==> src/rtl/btn_pkg.sv <==
// Shared constants for the button reporter: button lane order and report
// byte bit positions. Assumes four buttons in a fixed lane order.
package btn_pkg;
    localparam int NUM_BTN      = 4;
    localparam int LANE_VOL_UP  = 0;
    localparam int LANE_VOL_DN  = 1;
    localparam int LANE_PMUTE   = 2;
    localparam int LANE_RMUTE   = 3;
    localparam int REPORT_W     = 8;
endpackage

==> src/rtl/btn_debounce.sv <==
// One button lane: synchroniser chain followed by a tick-driven stability
// counter. Assumes an active-low pin with pull-up, so reset level is high.
// Emits one-cycle press/release pulses in the cycle the level is accepted.
module btn_debounce #(
    parameter int STABLE_TICKS = 16,
    parameter int SYNC_STAGES  = 2
) (
    input  logic clk,
    input  logic rst_n,
    input  logic sample_tick,
    input  logic pin_n,
    output logic pressed,
    output logic press_p,
    output logic release_p
);
    localparam int CW = $clog2(STABLE_TICKS + 1);
    localparam logic [CW-1:0] LAST = CW'(STABLE_TICKS - 1);

    logic [SYNC_STAGES-1:0] sync_q;
    logic                   level_q;
    logic [CW-1:0]          cnt_q;
    logic                   sync_lvl;

    assign sync_lvl = sync_q[SYNC_STAGES-1];
    assign pressed  = ~level_q;

    // Bring the raw pin into the clock domain.
    always_ff @(posedge clk) begin
        if (!rst_n) sync_q <= '1;
        else        sync_q <= {sync_q[SYNC_STAGES-2:0], pin_n};
    end

    // Count ticks on which the pin differs from the accepted level.
    always_ff @(posedge clk) begin
        if (!rst_n) begin
            level_q   <= 1'b1;
            cnt_q     <= '0;
            press_p   <= 1'b0;
            release_p <= 1'b0;
        end else begin
            press_p   <= 1'b0;
            release_p <= 1'b0;
            if (sync_lvl == level_q) begin
                cnt_q <= '0;
            end else if (sample_tick) begin
                if (cnt_q == LAST) begin
                    level_q   <= sync_lvl;
                    cnt_q     <= '0;
                    press_p   <= ~sync_lvl;
                    release_p <= sync_lvl;
                end else begin
                    cnt_q <= cnt_q + 1'b1;
                end
            end
        end
    end

    // the accepted level moves only on an edge where a tick was present.
    p_accept_on_tick_r1: assert property (@(posedge clk) disable iff (!rst_n)
        !$stable(level_q) |-> $past(sample_tick));

    // the accepted level moves only while the synchronised pin disagrees.
    p_accept_needs_diff_r1: assert property (@(posedge clk) disable iff (!rst_n)
        !$stable(level_q) |-> ($past(sync_lvl) != $past(level_q)));

    // a press pulse coincides with a pressed level, never a released one.
    p_press_pulse_level_r1: assert property (@(posedge clk) disable iff (!rst_n)
        press_p |-> !level_q);
endmodule

==> src/rtl/btn_report_core.sv <==
// Builds report byte 0 from debounced lanes, latches mute events, tracks
// the record-mute LED state, the pending flag and the wakeup request.
// Assumes press/release pulses are single-cycle and aligned with levels.
module btn_report_core
    import btn_pkg::*;
(
    input  logic                clk,
    input  logic                rst_n,
    input  logic [NUM_BTN-1:0]  pressed,
    input  logic [NUM_BTN-1:0]  press_p,
    input  logic [NUM_BTN-1:0]  release_p,
    input  logic                suspend,
    input  logic                report_taken,
    output logic [REPORT_W-1:0] report_byte,
    output logic                report_pending,
    output logic                rec_mute_led,
    output logic                wake_req
);
    logic [REPORT_W-1:0] report_q;
    logic [REPORT_W-1:0] report_d;
    logic                pm_evt_d;
    logic                rm_evt_d;
    logic                pend_q;
    logic                led_q;
    logic                wake_q;

    // Next mute event state: a release sets, a consume clears, set wins.
    always_comb begin
        pm_evt_d = release_p[LANE_PMUTE] | (report_q[LANE_PMUTE] & ~report_taken);
        rm_evt_d = release_p[LANE_RMUTE] | (report_q[LANE_RMUTE] & ~report_taken);
        report_d = '0;
        report_d[LANE_VOL_UP] = pressed[LANE_VOL_UP];
        report_d[LANE_VOL_DN] = pressed[LANE_VOL_DN];
        report_d[LANE_PMUTE]  = pm_evt_d;
        report_d[LANE_RMUTE]  = rm_evt_d;
    end

    // Register the report byte and the change-pending flag.
    always_ff @(posedge clk) begin
        if (!rst_n) begin
            report_q <= '0;
            pend_q   <= 1'b0;
        end else begin
            report_q <= report_d;
            pend_q   <= (report_d != report_q) | (pend_q & ~report_taken);
        end
    end

    // Toggle the record-mute state on each completed press.
    always_ff @(posedge clk) begin
        if (!rst_n)                      led_q <= 1'b0;
        else if (release_p[LANE_RMUTE])  led_q <= ~led_q;
    end

    // Hold a wakeup request from a suspended volume press until resume.
    always_ff @(posedge clk) begin
        if (!rst_n) wake_q <= 1'b0;
        else        wake_q <= suspend &
                              (wake_q | press_p[LANE_VOL_UP] | press_p[LANE_VOL_DN]);
    end

    assign report_byte    = report_q;
    assign report_pending = pend_q;
    assign rec_mute_led   = led_q;
    assign wake_req       = wake_q;

    // bit 0 follows the debounced volume-up level one cycle later.
    p_volup_level_r2: assert property (@(posedge clk) disable iff (!rst_n)
        1'b1 |=> report_q[LANE_VOL_UP] == $past(pressed[LANE_VOL_UP]));

    // the playback-mute event bit rises only after a release pulse.
    p_pmute_after_release_r4: assert property (@(posedge clk) disable iff (!rst_n)
        $rose(report_q[LANE_PMUTE]) |-> $past(release_p[LANE_PMUTE]));

    // the LED changes only after a record-mute release.
    p_led_toggle_r6: assert property (@(posedge clk) disable iff (!rst_n)
        !$stable(led_q) |-> $past(release_p[LANE_RMUTE]));

    // a wakeup request can only rise while suspended.
    p_wake_in_suspend_r7: assert property (@(posedge clk) disable iff (!rst_n)
        $rose(wake_q) |-> $past(suspend));

    // any report change is accompanied by a pending flag.
    p_pending_on_change_r9: assert property (@(posedge clk) disable iff (!rst_n)
        !$stable(report_q) |-> pend_q);

    // a consume never alters the volume level bits by itself.
    p_taken_keeps_vol_r10: assert property (@(posedge clk) disable iff (!rst_n)
        (report_taken && $stable(pressed[LANE_VOL_UP])) |=>
            report_q[LANE_VOL_UP] == $past(report_q[LANE_VOL_UP]));
endmodule

==> src/rtl/btn_event_reporter.sv <==
// Top: four debounce lanes feeding the report core. Assumes sample_tick
// is a single-cycle strobe and all button pins are active low.
module btn_event_reporter #(
    parameter int STABLE_TICKS = 16,
    parameter int SYNC_STAGES  = 2
) (
    input  logic       clk,
    input  logic       rst_n,
    input  logic       sample_tick,
    input  logic [3:0] btn_n,
    input  logic       suspend,
    input  logic       report_taken,
    output logic [7:0] report_byte,
    output logic       report_pending,
    output logic       rec_mute_led,
    output logic       wake_req
);
    import btn_pkg::*;

    logic [NUM_BTN-1:0] pressed;
    logic [NUM_BTN-1:0] press_p;
    logic [NUM_BTN-1:0] release_p;

    // One identical debounce lane per button.
    for (genvar g = 0; g < NUM_BTN; g++) begin : g_lane
        btn_debounce #(
            .STABLE_TICKS (STABLE_TICKS),
            .SYNC_STAGES  (SYNC_STAGES)
        ) u_deb (
            .clk         (clk),
            .rst_n       (rst_n),
            .sample_tick (sample_tick),
            .pin_n       (btn_n[g]),
            .pressed     (pressed[g]),
            .press_p     (press_p[g]),
            .release_p   (release_p[g])
        );
    end

    btn_report_core u_core (
        .clk            (clk),
        .rst_n          (rst_n),
        .pressed        (pressed),
        .press_p        (press_p),
        .release_p      (release_p),
        .suspend        (suspend),
        .report_taken   (report_taken),
        .report_byte    (report_byte),
        .report_pending (report_pending),
        .rec_mute_led   (rec_mute_led),
        .wake_req       (wake_req)
    );
endmodule

==> config.mk <==
export PLATFORM = sky130hd
export DESIGN_NAME = btn_event_reporter
export DESIGN_NICKNAME = d
export VERILOG_FILES = /design/src/rtl/btn_pkg.sv /design/src/rtl/btn_debounce.sv /design/src/rtl/btn_report_core.sv /design/src/rtl/btn_event_reporter.sv
export SDC_FILE = /design/constraint.sdc
export NUM_CORES = 1
export LEC_CHECK = 0
export BUFFER_PORTS_ARGS = -buffer_cell sky130_fd_sc_hd__buf_2
export CORE_ASPECT_RATIO = 2
export CORE_MARGIN = 1.5
export CORE_UTILIZATION = 51
export CTS_CLUSTER_DIAMETER = 80
export CTS_CLUSTER_SIZE = 8
export DETAILED_ROUTE_END_ITERATION = 10
export PLACE_DENSITY = 0.79
export SYNTH_ARGS = -nofsm -noshare
export SYNTH_HDL_FRONTEND = slang
export SYNTH_SLANG_ARGS = --single-unit
==> constraint.sdc <==
create_clock -name clk -period 2 [get_ports clk]
set_clock_uncertainty 0.05 [all_clocks]
set_input_delay 0.1 -clock clk [delete_from_list [all_inputs] [get_ports clk]]
set_output_delay 0.1 -clock clk [all_outputs]
set_load 0.05 [all_outputs]
==> results.rst, run 1 <==
.. list-table::
   :header-rows: 1

   * - Metric
     - Value
   * - Final number of setup-violating endpoints
     - 0
   * - Final weighted congestion of routability-driven global placement
     - 0.6830
   * - Post-CTS repair timing setup buffer count
     - 0
   * - Overall global routing resource usage
     - 17.96%
   * - Fraction of met3 tracks used by global routing
     - 3.656%
   * - Maximum vdd drop
     - 0.8409 mV
   * - Post-Route Setup TNS
     - 0 ns
   * - Detailed-route vias per instance
     - 5.341
   * - Share of cells above drive strength 1
     - 14.06%
   * - Area enclosed by the die boundary
     - 3700 um2
   * - Met1 Track Usage GR
     - 17.10%
   * - WL final
     - 2892 um
   * - Largest family of logic cells by synthesized area
     - simple AND/OR/NAND/NOR gates
   * - Main synth FF type
     - dfxtp_1
   * - CP required
     - 2.19 ns
   * - Number of antenna violations at the first check in global routing
     - 0
   * - Number of nets still failing antenna checks after routing
     - 0
   * - Number of design rule violations left after detail routing
     - 0
   * - Drt first-iter violations
     - 11
   * - Max-cap violations
     - 0
   * - Final cell area excluding filler cells
     - 1929 um2
   * - CP max-delay cell
     - or3b_4
   * - Critical Path Max Stage Delay
     - 0.41 ns
   * - CP Capture Type
     - flop
   * - Leakage power
     - 0.7559 nW
   * - Class of the most critical setup path
     - reg -> reg
   * - Most used routing layer in global routing
     - met2
   * - Power per standard cell area
     - 854.5 nW/um2
   * - Crit path launch type
     - flop
   * - Classification of the worst-slack hold path
     - in -> reg
   * - Maximum number of pins on one net before global-route repair
     - 27
   * - Grt ovf
     - 0
   * - Y dimension of the die
     - 84.54 um
   * - Data arrival at the endpoint of the critical path
     - 1.55 ns
   * - Wirelength per Cell
     - 12.97 um
   * - Wire length of the first global-routing pass
     - 5002 um
   * - Fin crit share
     - 67.78%
   * - Simple logic cell fraction of the synthesized area
     - 25.68%
   * - Slew Limit Fails
     - 0
   * - Resized cells post-CTS
     - 0
   * - Filler cell count in the final layout
     - 273
   * - Total of warnings raised by yosys
     - 0
   * - Mux cell area share after synthesis
     - 1.771%
   * - EDFF count, synth
     - 0
   * - Series of cell instances along the critical path
     - ha_1 -> nand4_4 -> or3b_4 -> nand3_1
   * - Register bit count reported by yosys
     - 43
   * - Total vias in the final route
     - 1191
   * - Number of distinct library cells after synthesis
     - 36
   * - Area growth from synthesis to layout
     - 13.80%
   * - Cell area after synthesis
     - 1695 um2
   * - Port Buffer Count
     - 15
   * - TritonCTS clock tree
     - done
   * - Met2 track demand over resource in global routing
     - 32.35%
   * - Cell Area, Placed
     - 1758 um2
   * - Die X
     - 43.77 um
   * - Crit Path Max Fanout
     - 4
   * - H-tree Lvls
     - 2
   * - Clock slew at the register clock pins of the worst setup and hold paths
     - 0.08 ns
   * - Syn_area_per_cell
     - 9.973 um2
   * - Share of flip-flops with an asynchronous set or reset
     - 0%
   * - Share of the synthesized area in compound gates (AO/OA/AOI/OAI)
     - 5.978%
   * - Starting density of the core
     - 53.71%
   * - Number of global-route vias before repair
     - 1226
   * - Synthesized netlist cell count
     - 170
   * - Max clock buf depth
     - 2
   * - Count of TritonRoute iterations in the first routing pass
     - 2
   * - Xor and xnor area share after synthesis
     - 8.266%
   * - Count of inserted antenna diode cells
     - 0
   * - Max Clock Freq
     - 0.7377 GHz
   * - Result of the run
     - finished clean
   * - Endpoints failing hold
     - 0
   * - Num CTS Buffers
     - 5
   * - Period minus WS final
     - 1.356 ns
   * - Number of core rows
     - 29
   * - Sequential cell area fraction in the yosys report
     - 50.77%
   * - Arithmetic-cell share of the synthesized area counting full adders, half adders and majority gates
     - 2.952%
   * - Post-layout nets
     - 204
   * - DP Wirelength
     - 2129 um
   * - Core Area
     - 3157 um2
   * - Cell chosen for the clock root
     - clkbuf_8
   * - Clock tree sinks
     - 43
   * - Setup repair after global routing missed its margin
     - no
   * - Io pins
     - 20
   * - Insertion delay of the later-clocked pin in the worst-skew pair
     - 0.30 ns
-- layout by cell type (no fill, tap or decap), types with 5 or more instances in the layout --
master	Yosys	layout
nand3_1	6	6
xor2_1	14	14
nor2_1	13	13
clkbuf_8	0	6
dfxtp_1	43	43
nand2b_1	18	18
nand2_1	11	11
buf_2	1	15
nand4_1	6	6
nor3_1	5	5
a21oi_1	6	6
dlygate4sd3_1	0	5
-- cell usage after synthesis, types with 2 or more instances --
master / instances / area share (%)
nand2b_1: 18 / 6.6
nand3b_1: 3 / 1.3
nor2b_1: 4 / 1.5
xor2_1: 14 / 7.2
and3_1: 2 / 0.74
nor2_1: 13 / 2.9
ha_1: 4 / 3.0
a21oi_1: 6 / 1.8
a21boi_0: 2 / 0.89
buf_4: 5 / 2.2
nor3_1: 5 / 1.5
nand3_1: 6 / 1.8
dfxtp_1: 43 / 51
nand4b_1: 3 / 1.6
xnor2_1: 2 / 1.0
nand4_1: 6 / 2.2
inv_1: 3 / 0.66
nand2_1: 11 / 2.4
mux2i_1: 3 / 1.8
-- sequential cells by signal, summed over array words and instances, names as in the netlist --
register / flops
g_lane.u_deb.level_q: 4
u_core.report_byte: 4
g_lane.u_deb.release_p: 2
u_core.wake_req: 1
g_lane.u_deb.cnt_q: 20
g_lane.u_deb.press_p: 2
u_core.report_pending: 1
g_lane.u_deb.sync_q: 8
u_core.rec_mute_led: 1
-- cells by family after synthesis --
logic type,count (synthesis)
other cells,1
flops,43
fa+ha+maj,4
xor+xnor,16
simple gates,76
compound gates,15
mux,3
buf+inv,12
-- stage by stage --
| step | instances | worst slack, ns | hold slack (ns) | power (mW) | utilization, % |
|---|---|---|---|---|---|
| floorplan | 173 | 0.6778 | 0.1515 | 0.9518 | - |
| global placement | 210 | 0.7265 | 0.2303 | 0.9549 | 55.69 |
| detailed placement | 210 | 0.6634 | 0.2366 | 0.9574 | 55.69 |
| CTS | 223 | 0.6449 | 0.05806 | 1.669 | 61.12 |
| global route | 223 | 0.5561 | 0.08009 | 1.712 | 61.12 |
| finish | 223 | 0.6444 | 0.06176 | 1.649 | 61.12 |
-- critical path: cells and delay by family (launching register included) --
kind,cells,cell delay (ns)
adders and majority gates,1,0.24
and+or+nand+nor,3,0.63
DFF,1,0.38
-- routing by layer --
metal | vias up | share of wire [%]
met2 | 16 | 58
met1 | 561 | 37
met4 | 0 | 2.0
met3 | 6 | 2.8
met5 | - | 0
li1 | 608 | -
-- power breakdown --
group / switching (mW) / internal [mW] / leakage (nW) / total, mW
Combinational: 0.0460 / 0.0281 / 0.345 / 0.0741
Sequential: 0.00538 / 0.865 / 0.349 / 0.871
Clock: 0.293 / 0.410 / 0.0618 / 0.704
-- cell type report --
class	instances	area, um2	share of cell area, %
inverters	3	11.26	0.5837
flip-flops and latches	43	860.8	44.62
repair buffers	20	125.1	6.485
clock buffers	6	82.58	4.280
clock inverters	2	38.79	2.010
well taps	31	38.79	2.010
multi-input cells	118	772.0	40.01
-- timing repair --
item                                    in CTS  in global routing
hold buffers                                 5                  0
endpoints found under the setup margin       0                  0
hold endpoints to repair                     5                  0
-- worst paths after layout --
path	from	end	slack, ns	cells after the start
setup / recovery	g_lane[2].u_deb.cnt_q[0]	g_lane[2].u_deb.level_q	0.64	4
hold / removal	report_taken	u_core.report_byte[2]	0.06	3
setup reg to reg	g_lane[2].u_deb.cnt_q[0]	g_lane[2].u_deb.level_q	0.64	4
hold reg to reg	g_lane[0].u_deb.sync_q[0]	g_lane[0].u_deb.sync_q[1]	0.37	1
Power figures use the tool's default switching activity.
==> inputs of run 2 (changes only) <==
--- a/config.mk
+++ b/config.mk
@@ -8,11 +8,11 @@
 export BUFFER_PORTS_ARGS = -buffer_cell sky130_fd_sc_hd__buf_2
 export CORE_ASPECT_RATIO = 2
 export CORE_MARGIN = 1.5
-export CORE_UTILIZATION = 51
+export CORE_UTILIZATION = 50
 export CTS_CLUSTER_DIAMETER = 80
 export CTS_CLUSTER_SIZE = 8
 export DETAILED_ROUTE_END_ITERATION = 10
-export PLACE_DENSITY = 0.79
+export PLACE_DENSITY = 0.81
 export SYNTH_ARGS = -nofsm -noshare
 export SYNTH_HDL_FRONTEND = slang
 export SYNTH_SLANG_ARGS = --single-unit
==> constraint.sdc (replaced) <==
create_clock -name clk -period 1.2 [get_ports clk]
set_clock_uncertainty 0.05 [all_clocks]
set_input_delay 0.06 -clock clk [delete_from_list [all_inputs] [get_ports clk]]
set_output_delay 0.06 -clock clk [all_outputs]
set_load 0.05 [all_outputs]
==> run 2 against run 1 <==
Compared with the run above:
- the run now ends with setup timing left
- combinational power grew 90%
- sequential power grew 66%
- cell area grew 8.9%
- clock power grew 25%
- register-to-register slack lost 0.65 ns
- first-iteration DRC count grew 100%
- count of clock-buffer cells in the layout is the same
- maximum frequency grew 12%
- non-clock buffer count grew 17
- power grew 50%
- critical path depth is the same
==> results.rst, run 2 (synthesis gave the netlist of run 1 again) <==
.. list-table::
   :header-rows: 1

   * - Metric
     - Value
   * - Cell chosen for the clock root
     - clkbuf_8
   * - H-tree Lvls
     - 2 (unchanged)
   * - Slew Limit Fails
     - 0 (unchanged)
   * - Final weighted congestion of routability-driven global placement
     - 0.7352 (+7.6%)
   * - Total vias in the final route
     - 1286 (+8.0%)
   * - Filler cell count in the final layout
     - 239 (-12%)
   * - Worst setup path start
     - g_lane[2].u_deb.cnt_q[0]
   * - Post-layout nets
     - 221 (+8.3%)
   * - Largest registers ranked by flip-flop count
     - g_lane.u_deb.cnt_q (20), g_lane.u_deb.sync_q (8)
   * - Maximum vdd drop
     - 1.106 mV (+32%)
   * - Commonest cells after routing, fill and taps aside
     - 31 x dfxtp_1, 18 x nand2b_1, 17 x buf_4, 15 x buf_2, 14 x xor2_1
   * - Maximum number of pins on one net before global-route repair
     - 20 (-26%)
   * - Area enclosed by the die boundary
     - 3770 um2 (+1.9%)
   * - Detailed-route vias per instance
     - 5.358 (+0.33%)
   * - Worst Hold Margin
     - 0.02361 ns (-0.03815 ns)
   * - Number of core rows
     - 29 (unchanged)
   * - Class of the most critical setup path
     - reg -> reg
   * - Number of global-route vias before repair
     - 1300 (+6.0%)
   * - Count of TritonRoute iterations in the first routing pass
     - 4 (+2)
   * - Clock tree sinks
     - 43 (unchanged)
   * - Num CTS Buffers
     - 5 (unchanged)
   * - Drt first-iter violations
     - 22 (+11)
   * - Period minus WS final
     - 1.209 ns (-0.1464 ns)
   * - Wire length of the first global-routing pass
     - 5409 um (+8.1%)
   * - Endpoint of the worst register-to-register path
     - g_lane[2].u_deb.release_p
   * - DP Wirelength
     - 2424 um (+14%)
   * - Worst Path Buf+Inv
     - 0 (unchanged)
   * - Io pins
     - 20 (unchanged)
   * - Violations in the final reports
     - setup timing
   * - TritonCTS clock tree
     - done
   * - Leakage power
     - 0.8139 nW (+7.7%)
   * - Area growth from synthesis to layout
     - 23.99%
   * - Result of the run
     - finished with violations
   * - Pre-CTS setup slack
     - -0.02747 ns (-0.6909 ns)
   * - Final number of setup-violating endpoints
     - 2 (+2)
   * - Number of antenna violations at the first check in global routing
     - 0 (unchanged)
   * - Max clock buf depth
     - 2 (unchanged)
   * - Overall global routing resource usage
     - 20.01% (+2.0 points)
   * - Y dimension of the die
     - 85.35 um (+0.96%)
   * - Die X
     - 44.18 um (+0.93%)
   * - Max Clock Freq
     - 0.8270 GHz (+12%)
   * - Data arrival at the endpoint of the critical path
     - 1.40 ns (-0.15 ns)
   * - CP required
     - 1.39 ns (-0.80 ns)
   * - Most common library cell in the layout ignoring fill and taps
     - dfxtp_1
   * - Final cell count without fillers
     - 240 (+7.6%)
   * - Core Area
     - 3193 um2 (+1.1%)
   * - Launching point of the worst reg2reg path
     - g_lane[2].u_deb.cnt_q[0]
   * - Critical path endpoint
     - g_lane[2].u_deb.release_p
   * - Max-cap violations
     - 0 (unchanged)
   * - Clock slew at the register clock pins of the worst setup and hold paths
     - 0.08 ns (about the same)
   * - Number of design rule violations left after detail routing
     - 0 (unchanged)
   * - Classification of the worst-slack hold path
     - in -> reg
   * - Largest reg by FF count
     - g_lane.u_deb.cnt_q
   * - Post-route worst setup slack
     - -0.009241 ns (-0.6536 ns)
   * - Crit path launch type
     - flop
   * - Critical path depth in cells
     - 4 (unchanged)
   * - Critical Path Max Stage Delay
     - 0.41 ns (about the same)
   * - Share of cells above drive strength 1
     - 30.62% (+17 points)
   * - Count of inserted antenna diode cells
     - 0 (unchanged)
   * - Setup repair after global routing missed its margin
     - yes
   * - Number of cells on the worst reg-to-reg path
     - 4 (unchanged)
   * - Wirelength per Cell
     - 14.40 um (+11%)
   * - Crit Path Max Fanout
     - 2 (-2)
   * - Number of flip-flops under the largest register name
     - 20 (unchanged)
   * - CP max-delay cell
     - or3b_4
   * - Grt ovf
     - 0 (unchanged)
   * - Number of nets still failing antenna checks after routing
     - 0 (unchanged)
   * - Port Buffer Count
     - 15 (unchanged)
   * - Top Family by Delay on Critical Path
     - simple AND/OR/NAND/NOR gates
   * - Insertion delay of the later-clocked pin in the worst-skew pair
     - 0.30 ns (about the same)
   * - Series of cell instances along the critical path
     - ha_4 -> nand4_4 -> or3b_4 -> nor2_2
   * - Setup slack on the worst flop-to-flop path
     - -0.009 ns (-0.65 ns)
   * - Number of cells in the design after placement
     - 223 (+6.2%)
   * - WL final
     - 3456 um (+20%)
   * - Starting density of the core
     - 53.10% (-0.61 points)
   * - Total chip power
     - 2.473 mW (+50%)
   * - CP Capture Type
     - flop
   * - Power per standard cell area
     - 1177 nW/um2 (+38%)
   * - Fin crit share
     - 100.8% (+33 points)
   * - Endpoints failing hold
     - 0 (unchanged)
[run 2: layer usage]
layer,up-vias,track usage (%),share of wire [%]
met5,-,0,0
met4,0,12.67,2.5
met3,5,4.468,2.4
met2,21,37.97,61
met1,616,17.07,34
li1,644,-,-
[run 2: area by class of cell]
| type | count | area (um2) | share of cell area, % |
|---|---|---|---|
| sequential | 43 | 875.8 | 41.67 |
| clock buffer | 6 | 72.57 | 3.452 |
| tap | 31 | 38.79 | 1.845 |
| clock inverter | 2 | 12.51 | 0.5952 |
| multi-input combinational | 118 | 838.3 | 39.88 |
| timing repair buffer | 37 | 252.7 | 12.02 |
| inverter | 3 | 11.26 | 0.5357 |
[run 2: power by group]
group	switching, mW	total [mW]	internal, mW
clock	0.476	0.882	0.406
combinational	0.0835	0.141	0.0570
sequential	0.00844	1.45	1.44
[run 2: worst reg2reg max path, cell delays in order, from the launching register on]
cell and delay [ns]:
dfxtp_2 0.37, ha_4 0.15, nand4_4 0.10, or3b_4 0.41
nor2_2 0.08
[run 2: repair_timing]
action	CTS	global route
buffers inserted	0	4
endpoints found under the setup margin	7	12
pin swaps	0	6
hold buffers	5	0
resized for setup	5	15
gates cloned	0	0
hold endpoints to repair	5	0
[run 2: worst min path at each step]
stage                  start  cells past startpoint  slack, ns                         to
global route           rst_n                      2       0.04  g_lane[0].u_deb.sync_q[1]
finish                 rst_n                      2       0.02  g_lane[0].u_deb.sync_q[0]
detailed placement  btn_n[1]                      2       0.20  g_lane[1].u_deb.sync_q[0]
CTS                    rst_n                      2       0.01  g_lane[0].u_deb.sync_q[0]
floorplan           btn_n[0]                      1       0.11  g_lane[0].u_deb.sync_q[0]
global placement    btn_n[1]                      2       0.19  g_lane[1].u_deb.sync_q[0]
[run 2: metrics by stage]
step | setup TNS, ns | utilization (%) | area (um2)
3_5_place_dp | -0.08301 | 58.39 | 1864
3_3_place_gp | 0 | 58.39 | 1864
2_1_floorplan | 0 | - | 1715
5_1_grt | -0.1465 | 65.83 | 2102
6_report | -0.01646 | 65.83 | 2102
4_1_cts | 0 | 63.21 | 2018
